$ cat src/rtl/refsel_pkg.sv
package refsel_pkg;
   localparam int CTRL_W = 8;
   localparam int MSEL_W = 3;
   localparam int RATE_W = 2;

   // field layout of the control word, most significant first
   typedef struct packed {
      logic              jit_alt;
      logic              bkup_sys;
      logic              syn_oe;
      logic [RATE_W-1:0] rate;
      logic [MSEL_W-1:0] master;
   } ctrl_t;
endpackage

$ cat src/rtl/refsel_sync.sv
module refsel_sync #(
   parameter int W      = 1,
   parameter int STAGES = 2
) (
   input  logic         clk,
   input  logic         rst_n,
   input  logic [W-1:0] d_i,
   output logic [W-1:0] q_o
);
   logic [W-1:0] stg [STAGES];

   for (genvar s = 0; s < STAGES; s++) begin : g_stage
      always_ff @(posedge clk or negedge rst_n) begin
         if (!rst_n)      stg[s] <= '0;
         else if (s == 0) stg[s] <= d_i;
         else             stg[s] <= stg[(s == 0) ? 0 : s-1];
      end
   end

   assign q_o = stg[STAGES-1];
endmodule

$ cat src/rtl/refsel_rate_div.sv
module refsel_rate_div #(
   parameter int RATE_W = 2
) (
   input  logic              clk,
   input  logic              rst_n,
   input  logic              base_tick_i,
   input  logic [RATE_W-1:0] rate_i,
   output logic              tick_o
);
   localparam int MAX_SH = (1 << RATE_W) - 1;
   localparam int CNT_W  = (MAX_SH < 1) ? 1 : MAX_SH;

   logic [RATE_W-1:0] act_q;
   logic [CNT_W-1:0]  cnt_q;
   logic [CNT_W:0]    one_sh;
   logic [CNT_W-1:0]  lim;
   logic              terminal;

   always_comb begin
      one_sh   = (CNT_W+1)'(1) << (RATE_W'(MAX_SH) - act_q);
      lim      = CNT_W'(one_sh - (CNT_W+1)'(1));
      terminal = (cnt_q == lim);
   end

   assign tick_o = base_tick_i & terminal;

   always_ff @(posedge clk or negedge rst_n) begin
      if (!rst_n) begin
         cnt_q <= '0;
         act_q <= '0;
      end else if (base_tick_i) begin
         if (terminal) begin
            cnt_q <= '0;
            act_q <= rate_i;
         end else begin
            cnt_q <= cnt_q + CNT_W'(1);
         end
      end
   end
endmodule

$ cat src/rtl/ref_clock_failover.sv
module ref_clock_failover
   import refsel_pkg::*;
#(
   parameter int NUM_PORTS   = 4,
   parameter int SYNC_STAGES = 2
) (
   input  logic                 clk,
   input  logic                 rst_n,
   input  logic                 wr_en_i,
   input  logic [CTRL_W-1:0]    wr_data_i,
   input  logic                 base_tick_i,
   input  logic [NUM_PORTS-1:0] carrier_loss_i,
   input  logic                 tx_clk_loss_i,
   output logic [NUM_PORTS-1:0] src_port_o,
   output logic                 ref_drive_o,
   output logic                 failover_o,
   output logic                 tx_use_mclk_o,
   output logic                 tx_use_sysref_o,
   output logic                 syn_oe_o,
   output logic                 syn_tick_o,
   output logic                 jit_alt_o
);
   localparam int SYNC_W = NUM_PORTS + 1;

   if (NUM_PORTS < 1 || NUM_PORTS > (1 << MSEL_W) - 1)
      $error("NUM_PORTS does not fit the master select field");
   if (SYNC_STAGES < 2)
      $error("SYNC_STAGES must be at least 2");

   ctrl_t                ctrl_q;
   logic [SYNC_W-1:0]    loss_s;
   logic [NUM_PORTS-1:0] cl_s;
   logic                 txl_s;
   logic [NUM_PORTS-1:0] sel_hit;
   logic                 fo_q;

   always_ff @(posedge clk or negedge rst_n) begin
      if (!rst_n)       ctrl_q <= '0;
      else if (wr_en_i) ctrl_q <= ctrl_t'(wr_data_i);
   end

   refsel_sync #(.W(SYNC_W), .STAGES(SYNC_STAGES)) u_sync (
      .clk   (clk),
      .rst_n (rst_n),
      .d_i   ({tx_clk_loss_i, carrier_loss_i}),
      .q_o   (loss_s)
   );
   assign cl_s  = loss_s[NUM_PORTS-1:0];
   assign txl_s = loss_s[NUM_PORTS];

   // code p+1 picks port p; zero and out-of-range codes pick nothing
   for (genvar p = 0; p < NUM_PORTS; p++) begin : g_dec
      assign sel_hit[p] = (ctrl_q.master == MSEL_W'(p + 1));
   end

   always_ff @(posedge clk or negedge rst_n) begin
      if (!rst_n)                 fo_q <= 1'b0;
      else if (wr_en_i)           fo_q <= 1'b0;
      else if (|(sel_hit & cl_s)) fo_q <= 1'b1;
   end

   assign src_port_o      = fo_q ? '0 : sel_hit;
   assign ref_drive_o     = |sel_hit;
   assign failover_o      = fo_q;
   assign tx_use_mclk_o   = txl_s & ~ctrl_q.bkup_sys;
   assign tx_use_sysref_o = txl_s &  ctrl_q.bkup_sys;
   assign syn_oe_o        = ctrl_q.syn_oe;
   assign jit_alt_o       = ctrl_q.jit_alt;

   refsel_rate_div #(.RATE_W(RATE_W)) u_div (
      .clk         (clk),
      .rst_n       (rst_n),
      .base_tick_i (base_tick_i),
      .rate_i      (ctrl_q.rate),
      .tick_o      (syn_tick_o)
   );
endmodule

$ cat config.mk
export PLATFORM = sky130hd
export DESIGN_NAME = ref_clock_failover
export DESIGN_NICKNAME = d
export VERILOG_FILES = /design/src/rtl/refsel_pkg.sv /design/src/rtl/refsel_sync.sv /design/src/rtl/refsel_rate_div.sv /design/src/rtl/ref_clock_failover.sv
export SDC_FILE = /design/constraint.sdc
export NUM_CORES = 1
export LEC_CHECK = 0
export ABC_AREA = 0
export BUFFER_PORTS_ARGS = -buffer_cell sky130_fd_sc_hd__buf_2
export CAP_MARGIN = 10
export CORE_MARGIN = 1.5
export CORE_UTILIZATION = 40
export CTS_BUF_LIST = sky130_fd_sc_hd__clkbuf_8
export DETAILED_ROUTE_END_ITERATION = 8
export GPL_ROUTABILITY_DRIVEN = 0
export SETUP_SLACK_MARGIN = 0.02
export SYNTH_ARGS = -nofsm -noshare
export SYNTH_HDL_FRONTEND = slang
export SYNTH_HIERARCHICAL = 1
export SYNTH_SLANG_ARGS = --single-unit
$ cat constraint.sdc
create_clock -name clk -period 1.5 [get_ports clk]
set_input_delay 0.15 -clock clk [delete_from_list [all_inputs] [get_ports clk]]
set_output_delay 0.15 -clock clk [all_outputs]
set_load 0.01 [all_outputs]
# Word level (Yosys, flattened, before mapping)
# Index checks and enable logic that the tools add are counted.
dict set report word_totals {
  elab_cells 32
  regBits 24
}
dict set report op_classes {
  addsub 3
  n_bitwise 5
  n_shift 1
  muxes 4
  eq_ne 5
  reduce_logical 4
}
# op count
set ops {}
lappend ops {{4-bit OR reduction} 2}
lappend ops {{3-bit by 2-bit equality test with 1-bit output (second input constant)} 2}
lappend ops {{4-bit bitwise AND} 1}
lappend ops {{4-bit 2-to-1 mux} 1}
lappend ops {{3-bit by 1-bit adder with 3-bit output (second input constant)} 1}
lappend ops {{1-bit bitwise AND} 3}
lappend ops {{3-bit by 1-bit equality test with 1-bit output (second input constant)} 1}
lappend ops {{3-bit equality test} 1}
lappend ops {{3-bit equality test (second input constant)} 1}
lappend ops {{3-bit 2-to-1 mux} 1}
lappend ops {{1-bit by 2-bit << shifter with 3-bit output (first input constant)} 1}
lappend ops {{3-bit by 1-bit subtractor with 3-bit output (second input constant)} 1}
lappend ops {{1-bit 2-to-1 mux} 2}
lappend ops {{2-bit AND reduction} 1}
lappend ops {{2-bit nonzero test} 1}
lappend ops {{2-bit subtractor (first input constant)} 1}
lappend ops {{1-bit inverter} 1}

# Depth between registers and ports, before layout
# Gate-level depths: netlist of the first run.
dict set report logic_depth {
  word_depth 5
  ltp_mapped 4
  depth_no_buf 3
}

# Cells and area by module
# The synthesis of the first run kept the hierarchy.
# mod area_per_inst_um2 cells_per_inst seq_area_each_um2 instances
set modules_own_cells {}
lappend modules_own_cells {ref_clock_failover 431.7 33 225.2 1}
lappend modules_own_cells {refsel_rate_div 367.9 39 125.1 1}
lappend modules_own_cells {refsel_sync 287.8 15 250.2 1}

# Least setup slack after synthesis of the first run
# Ideal clock, no wire load.
dict set report synth_path {
  kind {flip-flop to output port}
  from {register u_div.cnt_q[2]}
  to {output syn_tick_o}
  arrival_ns 1.145
  stages_incl_launch_ff 4
  setup_slack_ns 0.205
  required_ns 1.350
  n_path_buf 0
  cell_sequence {dfrtp_1 or3b_1 o32ai_2 o21a_1}
}
dict set report synth_via {
  elab_chain_cells 2
}
# element line
set synth_lines {}
lappend synth_lines {{from (decl)} refsel_rate_div.sv:14} ;# logic [CNT_W-1:0] cnt_q;
lappend synth_lines {{from (signal assigned)} refsel_rate_div.sv:36} ;# cnt_q <= cnt_q + CNT_W'(1);
lappend synth_lines {{3-bit equality test} refsel_rate_div.sv:22} ;# terminal = (cnt_q == lim);
lappend synth_lines {{1-bit bitwise AND} refsel_rate_div.sv:25} ;# assign tick_o = base_tick_i & terminal;
lappend synth_lines {{to (decl)} ref_clock_failover.sv:20} ;# output logic syn_tick_o,
# No other way between the ends.

# Final worst setup path of the first run
dict set report layout_path {
  from {register u_div.cnt_q[1]}
  to {output syn_tick_o}
}
# Same word-level chain as after synthesis.

==> results of run 1 <==
area by class of cell:
type | instances | area (µm²) | share of cell area (%)
well taps | 30 | 37.5 | 2.64
clock inverters | 1 | 30.0 | 2.11
inverters | 5 | 18.8 | 1.32
flip-flops and latches | 24 | 603 | 42.4
clock buffers | 3 | 41.3 | 2.90
multi-input cells | 50 | 434 | 30.5
repair buffers | 41 | 259 | 18.2
cell usage after synthesis, drive strengths merged (2+ instances only):
library cell	count	area share, %
nand3	2	0.92
dfrtp	24	55
o211ai	3	2.1
nand2	3	1.0
o32ai	2	2.3
nand3b	2	1.4
nor4b	2	1.6
mux2	9	9.3
nor2b	2	1.2
and3	2	1.2
buf	8	4.8
inv	5	1.7
a31oi	3	1.7
xnor2	2	1.6
sequential cells by signal, summed over array words and instances, names as in the netlist:
name,flops
ctrl_q,6
u_div/act_q,2
jit_alt_o,1
u_sync/q_o,5
failover_o,1
u_div/cnt_q,3
syn_oe_o,1
u_sync/stg,5
logic make-up after synthesis:
kind of cell / after synthesis / share of synthesized area (%)
flops: 24 / 55.2
compound gates: 16 / 12.1
mux: 9 / 9.32
simple gates: 22 / 14.0
fa+ha+maj: 1 / 1.15
buf+inv: 13 / 6.56
xor+xnor: 2 / 1.61
what timing repair did:
| action | CTS | global route |
|---|---|---|
| gates cloned | 0 | 0 |
| hold buffers | 6 | 0 |
| buffers inserted | 5 | 1 |
| resized for setup | 5 | 1 |
| endpoints found under the hold margin | 29 | 0 |
| setup endpoints to repair | 1 | 2 |
| pin swaps | 3 | 0 |
power groups by stage:
stage	registers (W)	clock network, W	logic [W]
final	0.000855	0.000553	0.000709
after global routing	0.000880	0.000599	0.000772
after CTS	0.000852	0.000574	0.000683
after detailed placement	0.000856	0	0.000557
after global placement	0.000848	0	0.000555
after floorplan	0.000851	0	0.000379
per-layer routing:
| metal | GRT usage, % | routed length [µm] | share of wire (%) | up-vias |
|---|---|---|---|---|
| met3 | 2.42 | 84 | 4.2 | 2 |
| met2 | 29.2 | 1000 | 50 | 23 |
| met4 | 7.32 | 17 | 0.86 | 0 |
| li1 | - | - | - | 388 |
| met1 | 18.1 | 884 | 44 | 406 |
| met5 | 0 | 0 | 0 | - |
final timing paths:
| check | from | end | cells past startpoint | slack [ns] |
|---|---|---|---|---|
| max | u_div/cnt_q[1]$_DFFE_PN0P_ | syn_tick_o | 5 | -0.11 |
| min | wr_data_i[7] | jit_alt_o$_DFFE_PN0P_ | 2 | 0.1 |
| max reg2reg | u_div/cnt_q[1]$_DFFE_PN0P_ | u_div/cnt_q[2]$_DFFE_PN0P_ | 5 | 0.07 |
| min reg2reg | u_sync/stg[6]$_DFF_PN0_ | u_sync/q_o[1]$_DFF_PN0_ | 0 | 0.35 |
| max in group asynchronous | rst_n | u_div/act_q[0]$_DFFE_PN0P_ | 2 | 0.74 |
| min in group asynchronous | rst_n | syn_oe_o$_DFFE_PN0P_ | 2 | 0.38 |
through the flow:
step                      hold slack [ns]  total power [W]  cells  worst slack, ns  util, %
after global placement              0.155          0.00140    138            0.150     48.5
after detailed placement            0.154          0.00141    138            0.125     48.5
after global routing               0.0992          0.00225    154           -0.213     56.4
after floorplan                    -0.146          0.00123     87            0.205        -
after CTS                          0.0932          0.00211    153           -0.101     55.9
final                              0.0973          0.00212    154           -0.107     56.4
cells in the final DEF, fill, tap and decap left out, types with 2 or more instances in the layout:
| master | Yosys | routed |
|---|---|---|
| inv_1 | 5 | 5 |
| nand3_1 | 2 | 2 |
| nand3b_1 | 2 | 2 |
| dfrtp_1 | 24 | 22 |
| nand2_1 | 3 | 3 |
| o211ai_1 | 3 | 3 |
| buf_4 | 5 | 7 |
| buf_2 | 3 | 27 |
| dlygate4sd3_1 | 0 | 6 |
| a31oi_1 | 3 | 3 |
| nor2b_1 | 2 | 2 |
| mux2_1 | 3 | 3 |
| mux2_2 | 6 | 6 |
| dfrtp_2 | 0 | 2 |
| clkbuf_8 | 0 | 3 |
| nor4b_1 | 2 | 2 |
==> run_results.csv, run 1 <==
group,metric,value,unit
status,status,"finished with violations",
status,violations,"negative setup slack",
routing,dr.first_iter.drc_count,16,
clock_network,cts_root_buf,"clkbuf_8",
placement,place_area,1220,µm²
logic_synthesis,async_flop_share,100,%
pwr,cell_internal_pwr,0.00150,W
sta,setup_ws,-0.107,ns
hold_path,hold_class,"input pin to flip-flop",
sta,min_period,1.61,ns
logic_synthesis,synth-seq-cells,24,
clock_network,cts_tree,"built",
pwr,clock_power_share,26.1,%
clock_network,clk_latency,0.26,ns
routing,firstDrtPassIters,4,
pwr,power.switching,0.000620,W
worst_setup_path,cpPeakStageDelay,0.41,ns
sta,finClkSkew,0.00539,ns
cells_and_area,synthToLayoutAreaGrowth,31.0,%
sta,rsz0062_at_grt,"true",
logic_synthesis,synthesis.nets,105,
worst_setup_path,crit_type,"flip-flop to output pin",
clock_network,numCtsBuffers,3,
logic_synthesis,syn_area,1090,µm²
floorplanning,dieArea,3040,µm²
pwr,powerDensity,1490,nW/µm²
worst_setup_path,slowest_stage,"dfrtp_1",
routing,postRouteAntennaNets,0,
logic_synthesis,synth-main-ff-cell,"dfrtp_1",
sta,hold_viol_final,0,
pwr,p_leak,0.666,nW
clock_network,clkSinkCount,24,
floorplanning,die_h,55.1,µm
clock_network,htree_levels,1,
floorplanning,initial_core_util,43.1,%
sta,slew_violations,0,
pwr,sw_frac_of_total,29.3,%
routing,via_per_inst,5.32,
worst_setup_path,cp-end-kind,"output pin",
logic_synthesis,synth-seq-area-share,55.2,%
worst_setup_path,cp_num_buf_inv,2,
logic_synthesis,yosysWarnings,6,
floorplanning,die_w,55.1,µm
pwr,irDropWorstVdd,1000,µV
worst_setup_path,critPathArrivalTime,1.46,ns
placement,portBuffers,27,
routing,num_vias,819,
grt,grt_pass1_vias,788,
cells_and_area,fillers,209,
floorplanning,num_rows,18,
grt,grt_max_degree,25,
cells_and_area,finalInstanceArea,1420,µm²
cells_and_area,drive_gt1_share,41.9,%
worst_setup_path,critPathRequiredTime,1.35,ns
logic_synthesis,synth_edf_count,0,
sta,slew_headroom,66.3,%
grt,grt_pass1_wl,3370,µm
floorplanning,core-area,2520,µm²
routing,routedWlPerCell,12.9,µm
worst_setup_path,crit_fanout,4,
grt,overflow,0,
logic_synthesis,synth_cell_types,35,
grt,grt_antenna_before_repair,0,
job,maxCapViolCount,0,
grt,grt_util_all_layers,15.9,%
pwr,combPwrFrac,33.5,%
worst_setup_path,startpoint_type,"flip-flop",
routing,totalWireLength,1990,µm
sta,tns,-0.107,ns
sta,period_share,107,%
sta,tightest_slew,0.506,ns
sta,timing.fmax,0.622,GHz
placement,place_hpwl,1340,µm
clock_network,cts_buffer_depth,2,
cells_and_area,antennaDiodeCount,0,
logic_synthesis,postSynthAreaPerCell,12.5,µm²
clock_network,clk_pin_slew,0.08,ns
logic_synthesis,syn_inst,87,
worst_setup_path,crit_family,"flip-flops",
pwr,seqPwrFrac,40.4,%
sta,setup_viol,1,
floorplanning,pin_count,28,
worst_setup_path,crit_chain,"buf_6, and3b_1, and3_4, o21a_1, buf_2",
routing,route.detailed.drc,0,
cells_and_area,fin_nets,143,
(Power assumes the default switching activity.)
==> run 2: changes to the inputs <==
--- a/config.mk
+++ b/config.mk
@@ -6,13 +6,17 @@
 export NUM_CORES = 1
 export LEC_CHECK = 0
 export ABC_AREA = 0
+export ABC_CLOCK_PERIOD_IN_PS = 1500
 export BUFFER_PORTS_ARGS = -buffer_cell sky130_fd_sc_hd__buf_2
 export CAP_MARGIN = 10
+export CELL_PAD_IN_SITES_DETAIL_PLACEMENT = 1
+export CELL_PAD_IN_SITES_GLOBAL_PLACEMENT = 1
 export CORE_MARGIN = 1.5
 export CORE_UTILIZATION = 40
 export CTS_BUF_LIST = sky130_fd_sc_hd__clkbuf_8
 export DETAILED_ROUTE_END_ITERATION = 8
 export GPL_ROUTABILITY_DRIVEN = 0
+export PLACE_DENSITY_LB_ADDON = 0.1
 export SETUP_SLACK_MARGIN = 0.02
 export SYNTH_ARGS = -nofsm -noshare
 export SYNTH_HDL_FRONTEND = slang
==> run 2 against run 1 <==
The run still ends with negative setup slack left. Die area is the same. First-iteration DRC count shrank 25%. Combinational power grew 19%. Critical path depth is the same. Fmax shrank 3.8%. Register-to-register slack lost 0.08 ns. Critical path type unchanged. Hold slack gained 0.0055 ns. Count of clock-buffer cells in the layout is the same. Global-route usage grew 3.1 points. Highest routed layer unchanged. Utilization grew 1.2 points.
==> run_results.csv, run 2 (same netlist as run 1, synthesis figures left out) <==
group,metric,value,unit
cells_and_area,fin_nets,143,
pwr,powerDensity,1560,nW/µm²
worst_setup_path,startpoint_type,"flip-flop",
worst_setup_path,startpoint,"u_div/cnt_q[1]$_DFFE_PN0P_",
sta,rsz0062_at_grt,"true",
floorplanning,pin_count,28,
job,maxCapViolCount,0,
pwr,clock_power_share,24.2,%
floorplanning,dieArea,3040,µm²
worst_setup_path,critPathArrivalTime,1.52,ns
worst_setup_path,r2r_slack,-0.01,ns
grt,grt_pass1_vias,817,
cells_and_area,layout_common_cells,"buf_2 (27), dfrtp_1 (22), buf_4 (7)",
cells_and_area,final_common_cell,"buf_2",
routing,num_vias,826,
sta,hold_viol_final,0,
routing,via_per_inst,5.36,
sta,slew_violations,0,
worst_setup_path,crit_type,"flip-flop to output pin",
routing,firstDrtPassIters,4,
worst_setup_path,cp_num_buf_inv,2,
hold_path,worstHoldStart,"wr_data_i[6]",
status,status,"finished with violations",
worst_setup_path,endpoint,"syn_tick_o",
cells_and_area,seqCellArea,603,µm²
clock_network,htree_levels,1,
hold_path,hold_class,"input pin to flip-flop",
cells_and_area,drive_gt1_share,44.4,%
clock_network,clk_latency,0.26,ns
worst_setup_path,r2r-end,"u_div/cnt_q[2]$_DFFE_PN0P_",
routing,route.detailed.drc,0,
grt,grt_util_all_layers,19.1,%
sta,min_period,1.67,ns
pwr,irDropWorstVdd,1130,µV
worst_setup_path,crit_chain,"buf_6, and3b_2, and3_4, o21a_1, buf_2",
pwr,seqPwrFrac,38.5,%
sta,period_share,111,%
clock_network,cts_buffer_depth,2,
clock_network,clkSinkCount,24,
clock_network,cts_root_buf,"clkbuf_8",
pwr,cell_internal_pwr,0.00156,W
sta,setup_ws,-0.170,ns
placement,dp_worst_setup_slack,0.104,ns
worst_setup_path,crit_fanout,4,
pwr,p_leak,0.671,nW
sta,slew_headroom,64.4,%
floorplanning,initial_core_util,43.1,%
sta,tightest_slew,0.534,ns
clock_network,clk_pin_slew,0.08,ns
grt,grt_antenna_before_repair,0,
status,violations,"negative setup slack",
grt,grt_max_degree,25,
worst_setup_path,reg2reg_depth,5,
worst_setup_path,path_depth,5,
sta,finClkSkew,0.00235,ns
floorplanning,die_h,55.1,µm
placement,dp_cells,138,
floorplanning,die_w,55.1,µm
worst_setup_path,r2r-start,"u_div/cnt_q[1]$_DFFE_PN0P_",
hold_path,whs_path_depth,2,
worst_setup_path,cpPeakStageDelay,0.43,ns
worst_setup_path,critPathRequiredTime,1.35,ns
routing,postRouteAntennaNets,0,
cells_and_area,fillers,262,
cells_and_area,antennaDiodeCount,0,
cells_and_area,largest-register,"ctrl_q",
routing,totalWireLength,2480,µm
sta,setup_viol,2,
cells_and_area,synthToLayoutAreaGrowth,33.8,%
routing,routedWlPerCell,16.1,µm
floorplanning,num_rows,18,
worst_setup_path,cp-end-kind,"output pin",
cells_and_area,largest_reg_flops,6,
grt,overflow,0,
placement,place_hpwl,1550,µm
placement,portBuffers,27,
routing,dr.first_iter.drc_count,12,
clock_network,cts_tree,"built",
clock_network,numCtsBuffers,3,
pwr,combPwrFrac,37.3,%
cells_and_area,multiInputGateArea,465,µm²
sta,timing.fmax,0.599,GHz
cells_and_area,final_cells,154,
floorplanning,core-area,2520,µm²
pwr,power.switching,0.000714,W
worst_setup_path,crit_family,"flip-flops",
pwr,sw_frac_of_total,31.5,%
grt,grt_pass1_wl,3930,µm
worst_setup_path,slowest_stage,"dfrtp_1",
==> run 2: final cells by class <==
class	instances	area share (%)
Multi-Input combinational cell	50	32.0
Clock inverter	1	2.06
Tap cell	30	2.58
Timing Repair Buffer	41	17.8
Sequential cell	24	41.4
Inverter	5	1.29
Clock buffer	3	2.84
==> run 2: worst min path at each step <==
stage	to
2_1_floorplan	ctrl_q[0]$_DFFE_PN0P_
3_3_place_gp	u_sync/q_o[1]$_DFF_PN0_
3_5_place_dp	u_sync/q_o[1]$_DFF_PN0_
4_1_cts	ctrl_q[6]$_DFFE_PN0P_
5_1_grt	ctrl_q[6]$_DFFE_PN0P_
6_report	ctrl_q[6]$_DFFE_PN0P_
==> run 2: what timing repair did <==
| action | 4_1_cts | 5_1_grt |
|---|---|---|
| endpoints found under the setup margin | 1 | 3 |
| setup buffers | 4 | 2 |
| resized for setup | 9 | 2 |
| hold buffers | 6 | 0 |
| pin swaps | 4 | 1 |
| endpoints found under the hold margin | 29 | 0 |
==> run 2: worst register-to-register path: stages (launching register included) <==
cell,delay [ns]
dfrtp_1,0.43
buf_6,0.14
buf_4,0.13
or2b_1,0.28
a2bb2oi_2,0.20
a32o_1,0.23
==> run 2: power groups by stage <==
stage	Clock, W	Sequential (W)	Combinational [W]
floorplan	0	0.000851	0.000379
global placement	0	0.000854	0.000557
detailed placement	0	0.000865	0.000565
CTS	0.000568	0.000866	0.000772
global route	0.000591	0.000883	0.000906
finish	0.000549	0.000873	0.000847
==> run 2: per-layer routing <==
layer | global-route usage [%] | vias up | share of wire (%)
li1 | - | 392 | -
met1 | 23.4 | 407 | 45
met2 | 32.7 | 23 | 50
met3 | 3.49 | 4 | 3.6
met4 | 8.13 | 0 | 1.1
met5 | 0 | - | 0
==> run 2: per-stage QoR <==
| stage | cell area (µm²) | setup TNS (ns) | hold slack [ns] | utilization [%] | total power [W] |
|---|---|---|---|---|---|
| 4_1_cts | 1430 | -0.150 | 0.0946 | 56.6 | 0.00221 |
| 3_3_place_gp | 1220 | 0 | 0.162 | 48.5 | 0.00141 |
| 6_report | 1460 | -0.183 | 0.103 | 57.7 | 0.00227 |
| 5_1_grt | 1460 | -0.254 | 0.0979 | 57.7 | 0.00238 |
| 2_1_floorplan | 1090 | 0 | -0.146 | - | 0.00123 |
| 3_5_place_dp | 1220 | 0 | 0.164 | 48.5 | 0.00143 |
==> run 3: changes to the inputs <==
==> constraint.sdc (replaced) <==
create_clock -name clk -period 1.5 [get_ports clk]
set_input_delay 0.15 -clock clk [delete_from_list [all_inputs] [get_ports clk]]
set_output_delay 0.15 -clock clk [all_outputs]
set_load 0.05 [all_outputs]
==> run 3 against run 2 <==
The run still ends with negative setup slack left. Clock power rose by 4%. Wire length rose by 16%. Design area rose by 6.8%. Register-to-register slack improved by 0.07 ns.
==> run_results.csv, run 3 (same netlist as run 1, synthesis figures left out) <==
group,metric,value,unit
status,status,"finished with violations",
status,violations,"negative setup slack",
grt,grt_max_degree,25,
cells_and_area,largest_reg_flops,6,
routing,totalWireLength,2880,µm
sta,slew_headroom,65.1,%
pwr,powerDensity,1610,nW/µm²
sta,tns,-0.238,ns
clock_network,numCtsBuffers,3,
grt,grt_antenna_before_repair,0,
pwr,irDropWorstVdd,1150,µV
sta,setup_ws,-0.238,ns
worst_setup_path,r2r-start,"u_div/cnt_q[1]$_DFFE_PN0P_",
worst_setup_path,slowest_stage,"or3b_4",
floorplanning,dieArea,3040,µm²
routing,firstDrtPassIters,4,
floorplanning,pin_count,28,
placement,portBuffers,27,
worst_setup_path,r2r-end,"u_div/cnt_q[2]$_DFFE_PN0P_",
worst_setup_path,crit_fanout,2,
sta,finClkSkew,0.00219,ns
sta,period_share,116,%
clock_network,cts_buffer_depth,2,
job,maxCapViolCount,0,
sta,setup_viol,1,
hold_path,worstHoldStart,"wr_data_i[7]",
clock_network,htree_levels,1,
sta,timing.fmax,0.575,GHz
worst_setup_path,crit_type,"flip-flop to output pin",
clock_network,clk_pin_slew,0.09,ns
cells_and_area,synthToLayoutAreaGrowth,42.9,%
cells_and_area,post-route-util,61.6,%
routing,via_per_inst,5.46,
sta,rsz0062_at_grt,"true",
hold_path,whs_path_depth,2,
floorplanning,die_w,55.1,µm
grt,grt_pass1_vias,919,
sta,min_period,1.74,ns
routing,num_vias,857,
cells_and_area,layout_common_cells,"buf_2 (21), dfrtp_1 (19), buf_4 (13)",
worst_setup_path,critPathRequiredTime,1.35,ns
worst_setup_path,cp-end-kind,"output pin",
floorplanning,num_rows,18,
cells_and_area,fin_nets,146,
clock_network,cts_root_buf,"clkbuf_8",
routing,dr.first_iter.drc_count,8,
grt,grt_pass1_wl,4370,µm
clock_network,cts_tree,"built",
clock_network,clkSinkCount,24,
sta,tightest_slew,0.524,ns
cells_and_area,fillers,260,
clock_network,clk_latency,0.27,ns
placement,place_hpwl,1670,µm
worst_setup_path,reg2reg_depth,5,
worst_setup_path,critPathArrivalTime,1.59,ns
sta,hold_viol_final,0,
routing,route.detailed.drc,0,
sta,slew_violations,0,
worst_setup_path,crit_chain,"or3b_4, o32ai_4, o21a_2, buf_8",
floorplanning,initial_core_util,43.1,%
floorplanning,core-area,2520,µm²
routing,postRouteAntennaNets,0,
cells_and_area,antennaDiodeCount,0,
cells_and_area,drive_gt1_share,52.0,%
worst_setup_path,cpPeakStageDelay,0.43,ns
hold_path,holdPathEnd,"jit_alt_o$_DFFE_PN0P_",
floorplanning,die_h,55.1,µm
grt,grt_util_all_layers,21.2,%
worst_setup_path,startpoint_type,"flip-flop",
cells_and_area,largest-register,"ctrl_q",
routing,routedWlPerCell,18.3,µm
cells_and_area,final_common_cell,"buf_2",
pwr,p_leak,0.705,nW
grt,overflow,0,
hold_path,hold_class,"input pin to flip-flop",
worst_setup_path,r2r_slack,0.06,ns
[run 3: cell count changes in the layout (fill, tap and decap cells not counted), moves of 2 or more]
cell | before | now
buf_2 | 27 | 21
buf_4 | 7 | 13
buf_6 | 1 | 3
dfrtp_1 | 22 | 19
dfrtp_2 | 2 | 5
nor4b_1 | 2 | 0
nor4b_4 | 0 | 2
[run 3: cell type report]
cell class	count	area, µm²	area share [%]
well taps	30	37.5	2.42
multi-input cells	50	508	32.7
inverters	5	18.8	1.21
clock inverters	1	30.0	1.93
clock buffers	3	41.3	2.66
flip-flops and latches	24	607	39.0
repair buffers	44	312	20.0
[run 3: per-stage QoR]
step	cells	setup slack [ns]	area (µm²)	hold slack [ns]	total power (W)
floorplan	87	-0.0237	1130	-0.146	0.00137
global placement	142	0.0221	1300	0.157	0.00161
detailed placement	142	-0.0226	1300	0.164	0.00163
CTS	155	-0.194	1510	0.0920	0.00237
global route	157	-0.293	1550	0.0907	0.00262
finish	157	-0.238	1550	0.0886	0.00250
[run 3: worst max path at each step]
stage / start / endpoint
CTS: u_div/cnt_q[1]$_DFFE_PN0P_ / syn_tick_o
global placement: u_div/act_q[1]$_DFFE_PN0P_ / syn_tick_o
detailed placement: u_div/cnt_q[1]$_DFFE_PN0P_ / syn_tick_o
global route: u_div/act_q[1]$_DFFE_PN0P_ / syn_tick_o
finish: u_div/cnt_q[2]$_DFFE_PN0P_ / syn_tick_o
floorplan: ctrl_q[2]$_DFFE_PN0P_ / ref_drive_o
[run 3: worst max-delay path, delay by kind of cell (launching register included)]
family	cells	cell delay (ns)
AO/OA/AOI/OAI	2	0.35
AND/OR/NAND/NOR	1	0.43
flip-flops	1	0.39
buffers and inverters	1	0.15
[run 3: routing by layer]
metal / up-vias / GRT usage, % / routed length (µm)
li1: 393 / - / -
met2: 30 / 33.9 / 1510
met1: 430 / 27.3 / 1190
met5: - / 0 / 0
met3: 4 / 2.15 / 124
met4: 0 / 13.8 / 48
[run 3: timing repair]
action / 4_1_cts / 5_1_grt
pin swaps: 2 / 4
buffers inserted: 3 / 2
endpoints found under the setup margin: 6 / 7
gates resized for setup: 17 / 8
hold endpoints to repair: 29 / 0
hold buffers: 6 / 0
[run 3: report_power, final]
group	switching (W)	internal (W)
Combinational	0.000544	0.000527
Sequential	0.000113	0.000746
Clock	0.000213	0.000357
